[src/rtl/sdh_irq_pkg.sv]
// Package: shared constants and register selects for the SD host
// interrupt status unit. Assumes a 32-bit register word.
package sdh_irq_pkg;
    localparam int unsigned REG_W        = 32;
    localparam int unsigned SEL_W        = 3;
    localparam int unsigned CARD_IN_BIT  = 30;
    localparam int unsigned CARD_OUT_BIT = 31;
    localparam int unsigned PRESENT_BIT  = 8;
    localparam int unsigned IRQ_EN_BIT   = 4;
    localparam int unsigned NOSTORE_W    = 3;
    localparam logic [REG_W-1:0] CTRL_RST = 32'h0000_0300;
    localparam logic [REG_W-1:0] CARD_RST = 32'h0000_0100;

    typedef enum logic [SEL_W-1:0] {
        SEL_CTRL   = 3'd0,
        SEL_MASK   = 3'd1,
        SEL_MASKED = 3'd2,
        SEL_RAW    = 3'd3,
        SEL_CARD   = 3'd4,
        SEL_DMA    = 3'd5
    } reg_sel_e;
endpackage

[src/rtl/sdh_raw_status.sv]
// Module: raw interrupt status word built from one cell per bit.
// A bit is set by a hardware pulse. It is cleared by software or by a
// hardware clear. A set in the same cycle as a clear wins.
// Assumes hw_set and hw_clr never name the same bit, unless the set
// is meant to win.
module sdh_raw_status #(
    parameter int unsigned W = 32
) (
    input  logic         clk,
    input  logic         rst_n,
    input  logic [W-1:0] sw_clr,
    input  logic [W-1:0] hw_set,
    input  logic [W-1:0] hw_clr,
    output logic [W-1:0] raw_q
);
    for (genvar i = 0; i < W; i++) begin : g_bit
        // Per-bit sticky flag with set priority.
        always_ff @(posedge clk) begin
            if (!rst_n) raw_q[i] <= 1'b0;
            else        raw_q[i] <= hw_set[i] | (raw_q[i] & ~sw_clr[i] & ~hw_clr[i]);
        end
    end

    // every bit pulsed by hardware is set in the following cycle.
    a_r10_set_wins: assert property (@(posedge clk) disable iff (!rst_n)
        (|hw_set) |=> ((raw_q & $past(hw_set)) == $past(hw_set)));

    // a software clear with no competing set leaves those bits low.
    a_r4_clear: assert property (@(posedge clk) disable iff (!rst_n)
        ((|sw_clr) && ((sw_clr & hw_set) == '0)) |=> ((raw_q & $past(sw_clr)) == '0));
endmodule

[src/rtl/sdh_card_dma_status.sv]
// Module: card status word and internal-DMA status word. It also turns
// the card insert and remove pulses into set and clear vectors for the
// raw status word. Assumes the pulses last one cycle. Removal wins a tie.
module sdh_card_dma_status
    import sdh_irq_pkg::*;
#(
    parameter int unsigned DMA_W1C_W = 10
) (
    input  logic             clk,
    input  logic             rst_n,
    input  logic             card_insert,
    input  logic             card_remove,
    input  logic             wr_card,
    input  logic             wr_dma,
    input  logic [REG_W-1:0] wdata,
    input  logic [REG_W-1:0] dma_set,
    output logic [REG_W-1:0] card_q,
    output logic [REG_W-1:0] dma_q,
    output logic [REG_W-1:0] raw_set,
    output logic [REG_W-1:0] raw_clr
);
    localparam logic [REG_W-1:0] DMA_W1C_MASK = (REG_W)'((64'd1 << DMA_W1C_W) - 64'd1);

    logic ins_eff;
    logic [REG_W-1:0] card_sw_clr;
    logic [REG_W-1:0] dma_sw_clr;

    // Resolve a simultaneous insert and remove in favour of removal.
    always_comb begin
        ins_eff     = card_insert & ~card_remove;
        raw_set     = '0;
        raw_clr     = '0;
        raw_set[CARD_IN_BIT]  = ins_eff;
        raw_set[CARD_OUT_BIT] = card_remove;
        raw_clr[CARD_IN_BIT]  = card_remove;
        raw_clr[CARD_OUT_BIT] = ins_eff;
        card_sw_clr = wr_card ? wdata : '0;
        dma_sw_clr  = wr_dma ? (wdata & DMA_W1C_MASK) : '0;
    end

    // Card status: software clears, then the card events override bit 8.
    always_ff @(posedge clk) begin
        if (!rst_n) begin
            card_q <= CARD_RST;
        end else begin
            card_q <= card_q & ~card_sw_clr;
            if (card_remove)  card_q[PRESENT_BIT] <= 1'b0;
            else if (ins_eff) card_q[PRESENT_BIT] <= 1'b1;
        end
    end

    // DMA status: set pulses win over the partial write-one-to-clear.
    always_ff @(posedge clk) begin
        if (!rst_n) dma_q <= '0;
        else        dma_q <= (dma_q & ~dma_sw_clr) | dma_set;
    end

    a_r5_insert: assert property (@(posedge clk) disable iff (!rst_n)
        (card_insert && !card_remove) |=> card_q[PRESENT_BIT]);

    a_r6_remove: assert property (@(posedge clk) disable iff (!rst_n)
        card_remove |=> !card_q[PRESENT_BIT]);

    // bits above the clearable field never fall.
    a_r8_upper_kept: assert property (@(posedge clk) disable iff (!rst_n)
        1'b1 |=> ((($past(dma_q) & ~DMA_W1C_MASK) & ~dma_q) == '0));
endmodule

[src/rtl/sdh_irq_gate.sv]
// Module: control word, mask word and the registered interrupt line.
// Control bits [2:0] are never stored. The line follows the state one
// cycle late. Assumes the write strobes are already decoded.
module sdh_irq_gate
    import sdh_irq_pkg::*;
(
    input  logic             clk,
    input  logic             rst_n,
    input  logic             wr_ctrl,
    input  logic             wr_mask,
    input  logic [REG_W-1:0] wdata,
    input  logic [REG_W-1:0] raw_i,
    output logic [REG_W-1:0] ctrl_q,
    output logic [REG_W-1:0] mask_q,
    output logic [REG_W-1:0] masked_o,
    output logic             irq_o
);
    localparam logic [REG_W-1:0] KEEP = ~((REG_W)'((1 << NOSTORE_W) - 1));

    // Masked view of the raw word.
    always_comb masked_o = raw_i & mask_q;

    // Control and mask registers.
    always_ff @(posedge clk) begin
        if (!rst_n) begin
            ctrl_q <= CTRL_RST;
            mask_q <= '0;
        end else begin
            if (wr_ctrl) ctrl_q <= wdata & KEEP;
            if (wr_mask) mask_q <= wdata;
        end
    end

    // Registered, globally gated interrupt line.
    always_ff @(posedge clk) begin
        if (!rst_n) irq_o <= 1'b0;
        else        irq_o <= ctrl_q[IRQ_EN_BIT] & (|masked_o);
    end

    a_r3_gated: assert property (@(posedge clk) disable iff (!rst_n)
        !ctrl_q[IRQ_EN_BIT] |=> !irq_o);

    a_r3_rise_cause: assert property (@(posedge clk) disable iff (!rst_n)
        $rose(irq_o) |-> $past(|(raw_i & mask_q)));

    a_r9_nostore: assert property (@(posedge clk) disable iff (!rst_n)
        ctrl_q[NOSTORE_W-1:0] == '0);
endmodule

[src/rtl/sdh_irq_status_unit.sv]
// Module: top of the SD host interrupt status unit. It decodes the
// register port, merges the event sources and muxes read data.
// Reads have no side effects. Assumes one access per cycle.
module sdh_irq_status_unit
    import sdh_irq_pkg::*;
#(
    parameter int unsigned DMA_W1C_W = 10
) (
    input  logic             clk,
    input  logic             rst_n,
    input  logic             reg_wr_en,
    input  logic             reg_rd_en,
    input  logic [SEL_W-1:0] reg_addr,
    input  logic [REG_W-1:0] reg_wdata,
    output logic [REG_W-1:0] reg_rdata,
    input  logic [REG_W-1:0] stat_set,
    input  logic             card_insert,
    input  logic             card_remove,
    input  logic [REG_W-1:0] dma_set,
    output logic             irq_o
);
    logic wr_ctrl, wr_mask, wr_raw_clr, wr_card, wr_dma;
    logic [REG_W-1:0] raw_q, ctrl_q, mask_q, masked, card_q, dma_q;
    logic [REG_W-1:0] card_raw_set, card_raw_clr, sw_clr;

    // Write decode. The masked and raw selects share the clear path.
    always_comb begin
        wr_ctrl    = reg_wr_en && (reg_addr == SEL_CTRL);
        wr_mask    = reg_wr_en && (reg_addr == SEL_MASK);
        wr_raw_clr = reg_wr_en && ((reg_addr == SEL_MASKED) || (reg_addr == SEL_RAW));
        wr_card    = reg_wr_en && (reg_addr == SEL_CARD);
        wr_dma     = reg_wr_en && (reg_addr == SEL_DMA);
        sw_clr     = wr_raw_clr ? reg_wdata : '0;
    end

    sdh_card_dma_status #(.DMA_W1C_W(DMA_W1C_W)) card_dma_i (
        .clk(clk), .rst_n(rst_n),
        .card_insert(card_insert), .card_remove(card_remove),
        .wr_card(wr_card), .wr_dma(wr_dma), .wdata(reg_wdata),
        .dma_set(dma_set), .card_q(card_q), .dma_q(dma_q),
        .raw_set(card_raw_set), .raw_clr(card_raw_clr)
    );

    sdh_raw_status #(.W(REG_W)) raw_i (
        .clk(clk), .rst_n(rst_n), .sw_clr(sw_clr),
        .hw_set(stat_set | card_raw_set), .hw_clr(card_raw_clr),
        .raw_q(raw_q)
    );

    sdh_irq_gate gate_i (
        .clk(clk), .rst_n(rst_n), .wr_ctrl(wr_ctrl), .wr_mask(wr_mask),
        .wdata(reg_wdata), .raw_i(raw_q), .ctrl_q(ctrl_q), .mask_q(mask_q),
        .masked_o(masked), .irq_o(irq_o)
    );

    // Read mux. Unmapped selects and idle cycles return zero.
    always_comb begin
        reg_rdata = '0;
        if (reg_rd_en) begin
            case (reg_addr)
                SEL_CTRL:   reg_rdata = ctrl_q;
                SEL_MASK:   reg_rdata = mask_q;
                SEL_MASKED: reg_rdata = masked;
                SEL_RAW:    reg_rdata = raw_q;
                SEL_CARD:   reg_rdata = card_q;
                SEL_DMA:    reg_rdata = dma_q;
                default:    reg_rdata = '0;
            endcase
        end
    end

    // with no read strobe the bus stays quiet.
    a_r11_idle_zero: assert property (@(posedge clk) disable iff (!rst_n)
        !reg_rd_en |-> (reg_rdata == '0));
endmodule

[config.mk]
export PLATFORM = sky130hd
export DESIGN_NAME = sdh_irq_status_unit
export DESIGN_NICKNAME = d
export VERILOG_FILES = /design/src/rtl/sdh_irq_pkg.sv /design/src/rtl/sdh_raw_status.sv /design/src/rtl/sdh_card_dma_status.sv /design/src/rtl/sdh_irq_gate.sv /design/src/rtl/sdh_irq_status_unit.sv
export SDC_FILE = /design/constraint.sdc
export NUM_CORES = 1
export LEC_CHECK = 0
export CELL_PAD_IN_SITES_DETAIL_PLACEMENT = 1
export CELL_PAD_IN_SITES_GLOBAL_PLACEMENT = 1
export CORE_MARGIN = 10
export CORE_UTILIZATION = 44
export DETAILED_ROUTE_END_ITERATION = 10
export PLACE_DENSITY_LB_ADDON = 0.1
export SYNTH_ARGS = -nofsm -noshare
export SYNTH_HDL_FRONTEND = slang
export SYNTH_HIERARCHICAL = 1
export SYNTH_SLANG_ARGS = --single-unit
export TNS_END_PERCENT = 5
[constraint.sdc]
create_clock -name clk -period 4.58 [get_ports clk]
set_input_delay 0.916 -clock clk [delete_from_list [all_inputs] [get_ports clk]]
set_output_delay 0.916 -clock clk [all_outputs]
set_load 0.1 [all_outputs]
### Word level (Yosys, flattened, before mapping)

Cells that the tools add are included.

| cells by class | value |
|---|---|
| equal/unequal tests | 5 |
| mux-type cells | 7 |
| bitwise operators | 109 |
| reduce and logical (&&, ||, !) cells | 8 |

Operators by type and width:

| operator | number |
|---|---|
| $pmux 32 s6 | 1 |
| $and 32x32->32 | 3 |
| $mux 32 | 3 |
| $not 32->32 | 2 |
| $or 32x32->32 | 2 |
| $and 1x1->1 | 36 |
| $not 1->1 | 34 |
| $or 1x1->1 | 32 |
| $reduce_or 32->1 | 1 |
| $mux 10 | 1 |
| $eq 3x2->1 const B | 2 |
| $eq 3x3->1 const B | 2 |
| $logic_and 1x1->1 | 5 |
| $eq 3x1->1 const B | 1 |
| $logic_not 3->1 | 1 |
| $mux 1 | 2 |
| $logic_or 1x1->1 | 1 |

| storage, ports and cells | value |
|---|---|
| register bits | 158 |
| bits of input ports | 105 |
| word-level logic and storage cells | 166 |

### Depth between registers and ports, before layout

Gate-level depths: netlist of run 1.

| logic depth | value |
|---|---|
| depth after elaboration | 8 |
| depth in mapped cells | 9 |
| mapped depth without buffers | 5 |

### By module

The synthesis of run 1 kept the hierarchy.

Modules (own cells, without submodules):

| module | instances | cells each | area an instance (um2) |
|---|---|---|---|
| sdh_irq_gate | 1 | 245 | 2,593.7 |
| sdh_card_dma_status | 1 | 281 | 2,436.1 |
| sdh_irq_status_unit | 1 | 291 | 2,249.7 |
| sdh_raw_status | 1 | 99 | 1,154.9 |

### Least setup slack after synthesis of run 1

No wires, ideal clock.

| timing path | value |
|---|---|
| path kind | input -> output |
| start | in reg_addr[2] |
| end | out reg_rdata[28] |
| arrival | 3.122 ns |
| setup slack | 0.542 ns |
| stages on the path | 5 |
| buffers on the path | 2 |
| cells stage by stage | buf_6 nand2b_1 or2_0 clkbuf_1 o22ai_1 |

| on the way | value |
|---|---|
| cells in the longest elaborated chain, start to end | 3 |

RTL lines:

| element | RTL line | source |
|---|---|---|
| start, declared | sdh_irq_status_unit.sv:13 | `input logic [SEL_W-1:0] reg_addr,` |
| $eq 3x3->1 (tied with other cells) | sdh_irq_status_unit.sv:60 | `case (reg_addr)` |
| $pmux 32 s6 (*) | sdh_irq_status_unit.sv:60 |  |
| $mux 32 (*) | sdh_irq_status_unit.sv:59 | `if (reg_rd_en) begin` |
| end, declared | sdh_irq_status_unit.sv:15 | `output logic [REG_W-1:0] reg_rdata,` |

Every way passes the cells marked *; elsewhere a longest branch is shown, timed or not.

### Worst setup path after layout of run 1

| timing path | value |
|---|---|
| start | in reg_rd_en |
| end | out reg_rdata[31] |

| on the way | value |
|---|---|
| cells in the longest elaborated chain, start to end | 1 |

RTL lines:

| element | RTL line | source |
|---|---|---|
| start, declared | sdh_irq_status_unit.sv:12 | `input logic reg_rd_en,` |
| $mux 32 | sdh_irq_status_unit.sv:59 |  |

Every way passes these cells.

==> impl_metrics.yaml, run 1 <==
worst_setup_path:
  worstSetupStartpointType: "input pin"
  critPathSlowestCell: "or2_0"
  endpoint_kind: "output pin"
  cp_max_fo: 10
  rr_endpoint: "gate_i/irq_o$_SDFF_PN0_"
  reg2reg_from: "raw_i/raw_q[12]$_SDFF_PN0_"
  cp.required_ps: 3660
  arrival_ps: 3130
  critical_path.cell_chain: "clkdlybuf4s50_1 > buf_4 > nand2b_1 > or2_0 > o22ai_1 > buf_12"
  r2r_cells: 4
  critPathKind: "in2out"
  cp_slowest_stage_delay_ps: 900
  reg2reg_slack_ps: 2580
finish:
  num-fill-cells: 2122
  fin_nets: 1133
  finalInstanceArea_um2: 10600
  final_layout_size_suffix_gt1_frac: 0.145
  syn_to_final_growth_pct: 25.5
  antennaDiodeCount: 0
synthesis:
  avgSynthCellArea_um2: 9.21
  yosysMostFrequentCell: "dfxtp_1"
  synthAdderAreaFrac: 0
  synth.area.top_cells: "dfxtp_1 (38%), mux2i_1 (13%), buf_4 (6.1%)"
  yosys.area.top_type: "dfxtp_1"
  yosys.area_share.xor_xnor: 0
  ys_types: 43
  ys_warn_count: 6
  synth_top_family_by_area: "simple AND/OR/NAND/NOR gates"
  async_flop_share: 0
  synth_edf_count: 0
  syn-cell-area_um2: 8430
  synth_common_cells: "dfxtp_1 (158), mux2i_1 (109), buf_4 (69)"
  muxShareOfSynthArea: 0.169
  ys_ff_latch: 158
  syn_inst: 916
  synth-main-ff-cell: "dfxtp_1"
  synth.top_cell.area_share: 0.375
  yosys.area_share.simple: 0.223
  synth_compound_area_frac: 0.114
  yosysSeqAreaShare: 0.375
grt:
  grt_pass1_wl_um: 39800
  grt_max_degree: 55
  grt.total_usage: 0.204
  antenna_found_initial: 2
  overflow: 0
  grt_pass1_vias: 7090
route:
  vias_per_cell: 5.27
  route.detailed.drc: 0
  dr_total_vias: 6719
  ant_nets: 0
  wl_um: 25500
  drtIter0Drc: 279
  wl_per_cell_um: 20.0
  first_pass_iters: 4
timing:
  fin_crit_sh: 0.883
  skew_ps: 8.38
  rsz0062_at_grt: "false"
  setup_slack_ps: 535
  period_needed_ps: 4050
  tightest_slew_ps: 1190
  drv_slew: 0
  hold-worst-slack_ps: 432
  relSlewSlack: 0.209
  setup_viol_count_final: 0
  tns_ps: 0
  final_hold_viol_count: 0
  fmax_mhz: 247
clock_tree:
  holdBufCountCts: 0
  cts_tree: "yes"
  cts_made_buffers: 17
  h-tree-depth: 4
  path_clk_slew_ps: 70
  cts_resized: 0
  clock-root-buffer: "clkbuf_16"
  postCtsSetupBuffers: 0
  cts_buffer_depth: 2
  cts.sinks: 158
  insertion_delay_ps: 430
floorplanning:
  core_um2: 18800
  io_pins: 138
  placementRows: 50
  die_x_um: 158
  start_util: 0.449
  die_h_um: 158
  dieArea_um2: 25100
hold_path:
  min-delay-start: "card_dma_i/card_q[22]$_SDFF_PN0_"
  min_path_cells: 2
  holdPathEnd: "card_dma_i/card_q[22]$_SDFF_PN0_"
  min_path_type: "reg2reg"
placement:
  dp_slack_ps: 564
  place_area_um2: 9980
  dpl.hpwl_um: 17800
  finalWeightedCongestion: 0.769
  port_buffers: 137
power:
  switching_power_w: 0.000913
  seqPwrFrac: 0.426
  p_total_w: 0.00343
  netSwitchingFraction: 0.266
  power.density_nw_per_um2: 324
  combPwrFrac: 0.151
  clockPowerShare: 0.423
  intPower_w: 0.00252
  vdd_ir_drop_max_mv: 0.262
  p_leak_nw: 4.03
outcome:
  status: "complete, no violations"
run:
  drv_cap: 0
-- final cells by class --
class                           count  area [um^2]  share of cell area
Inverter                           37          139              0.0131
Sequential cell                   158         3160               0.299
Multi-Input combinational cell    658         4530               0.428
Tap cell                          234          293              0.0277
Clock inverter                     11          129              0.0122
Clock buffer                       21          470              0.0445
Timing Repair Buffer              156         1860               0.176
-- cell families after synthesis --
| logic type | Yosys count |
|---|---|
| other | 2 |
| AND/OR/NAND/NOR | 331 |
| multiplexers | 124 |
| buffers and inverters | 161 |
| AO/OA/AOI/OAI | 140 |
| flip-flops | 158 |
-- routing by layer --
layer  wire, um  vias to the layer above  track usage
met1      11700                     3285        0.261
met4        439                        4       0.0587
met2      12100                      165        0.336
met3       1360                       34       0.0494
li1           -                     3231            -
met5         26                        -            0
-- through the flow --
stage,utilization,instances
floorplan,-,977
global placement,0.532,1243
detailed placement,0.532,1243
CTS,0.564,1275
global route,0.564,1275
finish,0.564,1275
-- cell usage in the layout (no fill, tap or decap), types with 4 or more instances in the layout --
master,instances
inv_2,7
o22ai_1,27
a31oi_1,10
conb_1,63
buf_12,35
nor2b_1,61
o21ai_0,7
or4_1,4
a21oi_1,32
nor4_1,4
nor2_1,55
dfxtp_1,158
nand2b_1,5
nand2_1,50
buf_4,18
o32ai_2,4
or2_2,34
o32ai_1,4
and2_1,61
nor3b_1,32
o31a_1,12
clkbuf_16,17
mux2i_1,109
mux4_2,15
inv_1,30
o21a_1,36
clkdlybuf4s50_1,102
nor4b_1,11
-- registers in the layout, summed over array words and instances, names as in the netlist --
signal / count
gate_i/mask_q: 32
card_dma_i/dma_q: 32
gate_i/ctrl_q: 29
card_dma_i/card_q: 32
raw_i/raw_q: 32
gate_i/irq_o: 1
-- worst max-delay path, delay by kind of cell --
family	cells	cell delay, ps
buffers and inverters	3	880
AOI/OAI and AO/OA	1	320
and+or+nand+nor	2	1000
-- power groups by stage --
| stage | sequential, W | clock, W | combinational, W |
|---|---|---|---|
| after floorplan | 0.00148 | 0 | 0.000347 |
| after global placement | 0.00149 | 0 | 0.000508 |
| after detailed placement | 0.00149 | 0 | 0.000516 |
| after CTS | 0.00146 | 0.00148 | 0.000519 |
| after global routing | 0.00147 | 0.00153 | 0.000556 |
| final | 0.00146 | 0.00145 | 0.000517 |
-- worst max-delay path by stage --
stage	endpoint	slack [ps]	startpoint	cells after the start
finish	reg_rdata[31]	530	reg_rd_en	6
global route	reg_rdata[31]	480	reg_rd_en	6
CTS	reg_rdata[31]	550	reg_rd_en	6
detailed placement	reg_rdata[31]	560	reg_rd_en	6
global placement	reg_rdata[31]	550	reg_rd_en	6
floorplan	reg_rdata[28]	540	reg_addr[2]	5
Note: power is estimated with default switching activity, not from simulation.
==> inputs of run 2 (changes only) <==
--- a/config.mk
+++ b/config.mk
@@ -11,5 +11,5 @@
 export CORE_UTILIZATION = 44
 export DETAILED_ROUTE_END_ITERATION = 10
-export PLACE_DENSITY_LB_ADDON = 0.1
+export PLACE_DENSITY = 0.9
 export SYNTH_ARGS = -nofsm -noshare
 export SYNTH_HDL_FRONTEND = slang
==> constraint.sdc (replaced) <==
create_clock -name clk -period 4.58 [get_ports clk]
set_input_delay 0.687 -clock clk [delete_from_list [all_inputs] [get_ports clk]]
set_output_delay 0.687 -clock clk [all_outputs]
set_load 0.1 [all_outputs]
==> run 2 against run 1 <==
Against the previous run:
- fmax up 7.1%
- total power barely moved
- highest routed layer is now met4
- largest power group unchanged
- critical path type unchanged
- sequential share of layout area rose by 0.17 points
- setup slack better by 270 ps
- non-clock buffer count shrank 5
==> impl_metrics.yaml, run 2 (synthesized netlist as in run 1, its figures left out) <==
worst_setup_path:
  critPathSlowestCell: "nand2b_1"
  endpoint_kind: "output pin"
  worstSetupStartpointType: "input pin"
  critPathKind: "in2out"
  cp_top_family: "buffers and inverters"
  cp_max_fo: 26
  cp-startpoint: "reg_addr[1]"
  critPathBufInv: 3
  critical_path.cell_chain: "clkdlybuf4s50_1 > buf_4 > nand2b_1 > o32ai_1 > o21a_1 > buf_12"
  reg2reg_from: "raw_i/raw_q[12]$_SDFF_PN0_"
  cp.required_ps: 3890
  reg2reg_slack_ps: 2610
  arrival_ps: 3090
  cp_slowest_stage_delay_ps: 580
route:
  route.detailed.drc: 0
  met3_length_um: 1470
  routed.top_layer: "met4"
  dr_total_vias: 6822
  drtIter0Drc: 332
  vias_per_cell: 5.37
  ant_nets: 0
  wl_met2_um: 13600
  met1Wirelength_um: 11000
  wl_um: 26600
  first_pass_iters: 5
  wl_per_cell_um: 20.9
clock_tree:
  cts_tree: "yes"
  h-tree-depth: 4
  insertion_delay_ps: 440
  postCtsSetupBuffers: 0
  clock-root-buffer: "clkbuf_16"
  cts.sinks: 158
  cts_resized: 0
  holdBufCountCts: 0
  cts_made_buffers: 17
  path_clk_slew_ps: 60
  cts_buffer_depth: 2
power:
  netSwitchingFraction: 0.263
  clockPowerShare: 0.423
  seqPwrFrac: 0.426
  intPower_w: 0.00253
  switching_power_w: 0.000902
  power.density_nw_per_um2: 326
  p_leak_nw: 4.00
  vdd_ir_drop_max_mv: 0.308
  combPwrFrac: 0.151
finish:
  fin_nets: 1128
  antennaDiodeCount: 0
  fin_util: 0.561
  final_layout_size_suffix_gt1_frac: 0.140
  syn_to_final_growth_pct: 24.8
  layout_commonest_cell: "dfxtp_1"
  final_cell_mix: "dfxtp_1 (158), mux2i_1 (109), clkdlybuf4s50_1 (102)"
timing:
  tightest_slew_ps: 1100
  hold-worst-slack_ps: 433
  skew_ps: 12.6
  tns_ps: 0
  period_needed_ps: 3780
  fin_crit_sh: 0.825
  fmax_mhz: 265
  final_hold_viol_count: 0
  setup_viol_count_final: 0
  drv_slew: 0
  rsz0062_at_grt: "false"
  relSlewSlack: 0.265
placement:
  finalWeightedCongestion: 0.769
  port_buffers: 137
  dpl.hpwl_um: 18000
grt:
  grt_max_degree: 73
  grt_pass1_vias: 7527
  grt.total_usage: 0.214
  overflow: 0
  antenna_found_initial: 1
  grt_pass1_wl_um: 41300
floorplanning:
  die_h_um: 158
  placementRows: 50
  core_um2: 18800
  die_x_um: 158
  io_pins: 138
  start_util: 0.449
  dieArea_um2: 25100
run:
  drv_cap: 0
outcome:
  status: "complete, no violations"
hold_path:
  min_path_type: "reg2reg"
  min-delay-start: "card_dma_i/card_q[15]$_SDFF_PN0_"
## run 2: metal layers
| layer | global-route usage | vias to the layer above |
|---|---|---|
| li1 | - | 3213 |
| met1 | 0.245 | 3407 |
| met2 | 0.379 | 165 |
| met3 | 0.0532 | 37 |
| met4 | 0.0737 | 0 |
| met5 | 0 | - |
## run 2: tightest hold or removal path, stage by stage, from the launching register on
cell,delay [ps]
dfxtp_1,310
nand2_1,50
a21oi_1,30
## run 2: cell type report
| cell class | count | area (um^2) |
|---|---|---|
| Fill cell | 2133 | 8250 |
| Inverter | 37 | 139 |
| Sequential cell | 158 | 3160 |
| Tap cell | 234 | 293 |
| Multi-Input combinational cell | 658 | 4530 |
| Timing Repair Buffer | 151 | 1810 |
| Clock inverter | 12 | 144 |
| Clock buffer | 20 | 447 |
## run 2: path summary, 6_finish.rpt
check,endpoint,cells after the start
min,card_dma_i/card_q[15]$_SDFF_PN0_,2
min reg2reg,card_dma_i/card_q[15]$_SDFF_PN0_,2
max,reg_rdata[20],6
max reg2reg,gate_i/irq_o$_SDFF_PN0_,4
## run 2: stage by stage
step	cell area, um^2	setup slack, ps	total power [W]	cells
after global routing	10500	729	0.00355	1270
after detailed placement	9930	869	0.00201	1238
after floorplan	8660	1000	0.00183	977
after global placement	9930	921	0.00199	1238
after CTS	10500	822	0.00345	1270
final	10500	803	0.00343	1270
## run 2: power groups by stage
stage | Sequential, W | Combinational [W] | Clock [W]
global route | 0.00147 | 0.000552 | 0.00153
detailed placement | 0.00149 | 0.000514 | 0
global placement | 0.00149 | 0.000501 | 0
floorplan | 0.00148 | 0.000347 | 0
finish | 0.00146 | 0.000518 | 0.00145
CTS | 0.00146 | 0.000518 | 0.00147
==> inputs of run 3 (changes only) <==
- CORE_UTILIZATION: 44 -> 41
- PLACE_DENSITY: 0.9 -> 0.85
- clock period: 4.58 -> 3.7 ns (I/O delays scaled with it)
==> run 3 against run 2 <==
Against the previous run:
- register-to-register slack got worse by 980 ps
- clock power rose by 30%
- first-iteration DRC count up 24%
- sequential share of layout area down 0.41 points
- critical path depth decreased by 1
- hold slack is essentially flat
- clock skew shrank 7.7 ps
- clock-buffer cell count rose by 3
- sequential cell count stayed put
==> impl_metrics.yaml, run 3 (synthesized netlist as in run 1, its figures left out) <==
outcome:
  status: "complete, no violations"
worst_setup_path:
  critPathKind: "in2out"
  arrival_ps: 2710
  critical_path.cell_chain: "clkdlybuf4s50_1 > or2_1 > o22ai_1 > o31a_1 > buf_12"
  cp_slowest_stage_delay_ps: 790
  worstSetupStartpointType: "input pin"
  critPathSlowestCell: "or2_1"
  cp.required_ps: 3140
  endpoint_kind: "output pin"
  cp_max_fo: 15
floorplanning:
  start_util: 0.417
  placementRows: 52
  dieArea_um2: 26700
  io_pins: 138
  die_x_um: 163
  die_h_um: 163
  core_um2: 20200
finish:
  num-fill-cells: 2299
  layout_commonest_cell: "dfxtp_1"
  fin_nets: 1136
  layout.area.seq_um2: 3160
  multi_input_area_um2: 4530
  final_layout_size_suffix_gt1_frac: 0.145
  final-instance-count-excl-fill: 1315
  syn_to_final_growth_pct: 26.5
  final_cell_mix: "dfxtp_1 (158), mux2i_1 (109), clkdlybuf4s50_1 (102)"
route:
  first_pass_iters: 4
  ant_nets: 0
  vias_per_cell: 5.18
  dr_total_vias: 6811
  route.detailed.drc: 0
  wl_per_cell_um: 20.3
  drtIter0Drc: 411
  wl_um: 26700
clock_tree:
  h-tree-depth: 4
  holdBufCountCts: 0
  clock-root-buffer: "clkbuf_16"
  cts_resized: 0
  insertion_delay_ps: 430
  cts_buffer_depth: 2
  cts_tree: "yes"
  postCtsSetupBuffers: 0
  cts_made_buffers: 17
  path_clk_slew_ps: 60
  cts.sinks: 158
grt:
  grt_pass1_vias: 7519
  grt_max_degree: 50
  grt_pass1_wl_um: 41500
  antenna_found_initial: 1
  grt.total_usage: 0.200
  overflow: 0
timing:
  tns_ps: 0
  rsz0062_at_grt: "false"
  relSlewSlack: 0.294
  skew_ps: 4.91
  period_needed_ps: 3260
  fmax_mhz: 306
  final_hold_viol_count: 0
  setup_viol_count_final: 0
  tightest_slew_ps: 1060
  drv_slew: 0
  fin_crit_sh: 0.882
run:
  drv_cap: 0
power:
  power.density_nw_per_um2: 408
  p_leak_nw: 4.04
  vdd_ir_drop_max_mv: 0.294
placement:
  dpl.hpwl_um: 19000
  dp_cells: 1282
  port_buffers: 137
  finalWeightedCongestion: 0.816
hold_path:
  min_path_type: "reg2reg"
==> run 3: cell types whose count changed in the layout (fill, tap and decap cells not counted), sizes merged <==
cell,before,now
buf,49,57
bufinv,3,4
clkbuf,20,23
clkinv,7,1
clkinvlp,2,4
diode,0,1
==> run 3: worst paths after layout <==
| path | start | to | slack (ps) | depth (start not counted) |
|---|---|---|---|---|
| worst max register to register | raw_i/raw_q[13]$_SDFF_PN0_ | gate_i/irq_o$_SDFF_PN0_ | 1630 | 4 |
| worst min register to register | card_dma_i/card_q[7]$_SDFF_PN0_ | card_dma_i/card_q[7]$_SDFF_PN0_ | 430 | 2 |
| worst min-delay path | card_dma_i/card_q[7]$_SDFF_PN0_ | card_dma_i/card_q[7]$_SDFF_PN0_ | 430 | 2 |
| worst max-delay path | reg_addr[1] | reg_rdata[17] | 440 | 5 |
==> run 3: through the flow <==
stage          hold slack (ps)  setup slack [ps]  instance area (um^2)   util  power [W]
6_report                   433               435                 10700  0.527    0.00435
5_1_grt                    457               393                 10700  0.527    0.00451
4_1_cts                    434               466                 10700  0.527    0.00437
3_5_place_dp               423               516                 10000  0.496    0.00249
3_3_place_gp               415               554                 10000  0.496    0.00247
2_1_floorplan              409               384                  8660      -    0.00226
==> run 3: final cells by class <==
cell class                 count  share of cell area
timing repair buffer         159               0.175
clock inverter                 9              0.0149
multi-input combinational    658               0.424
clock buffer                  23              0.0439
tap                          270              0.0317
sequential                   158               0.297
inverter                      37              0.0130
antenna                        1            0.000235
==> run 3: routing by layer <==
layer	up-vias	GRT usage	part of all wire
li1	3236	-	-
met1	3381	0.237	0.43
met2	161	0.347	0.50
met3	33	0.0498	0.053
met4	0	0.0635	0.020
met5	-	0	0
==> run 3: power by group <==
group	switching (W)	internal (W)	leakage, nW	total (W)
Clock	0.000723	0.00117	0.290	0.00189
Combinational	0.000349	0.000300	2.45	0.000649
Sequential	0.0000461	0.00177	1.30	0.00181
==> run 3: worst max-delay path: cells and delay by family <==
| family | cells | cell delay, ps |
|---|---|---|
| buffers and inverters | 2 | 810 |
| AND/OR/NAND/NOR | 1 | 790 |
| AO/OA/AOI/OAI | 2 | 560 |
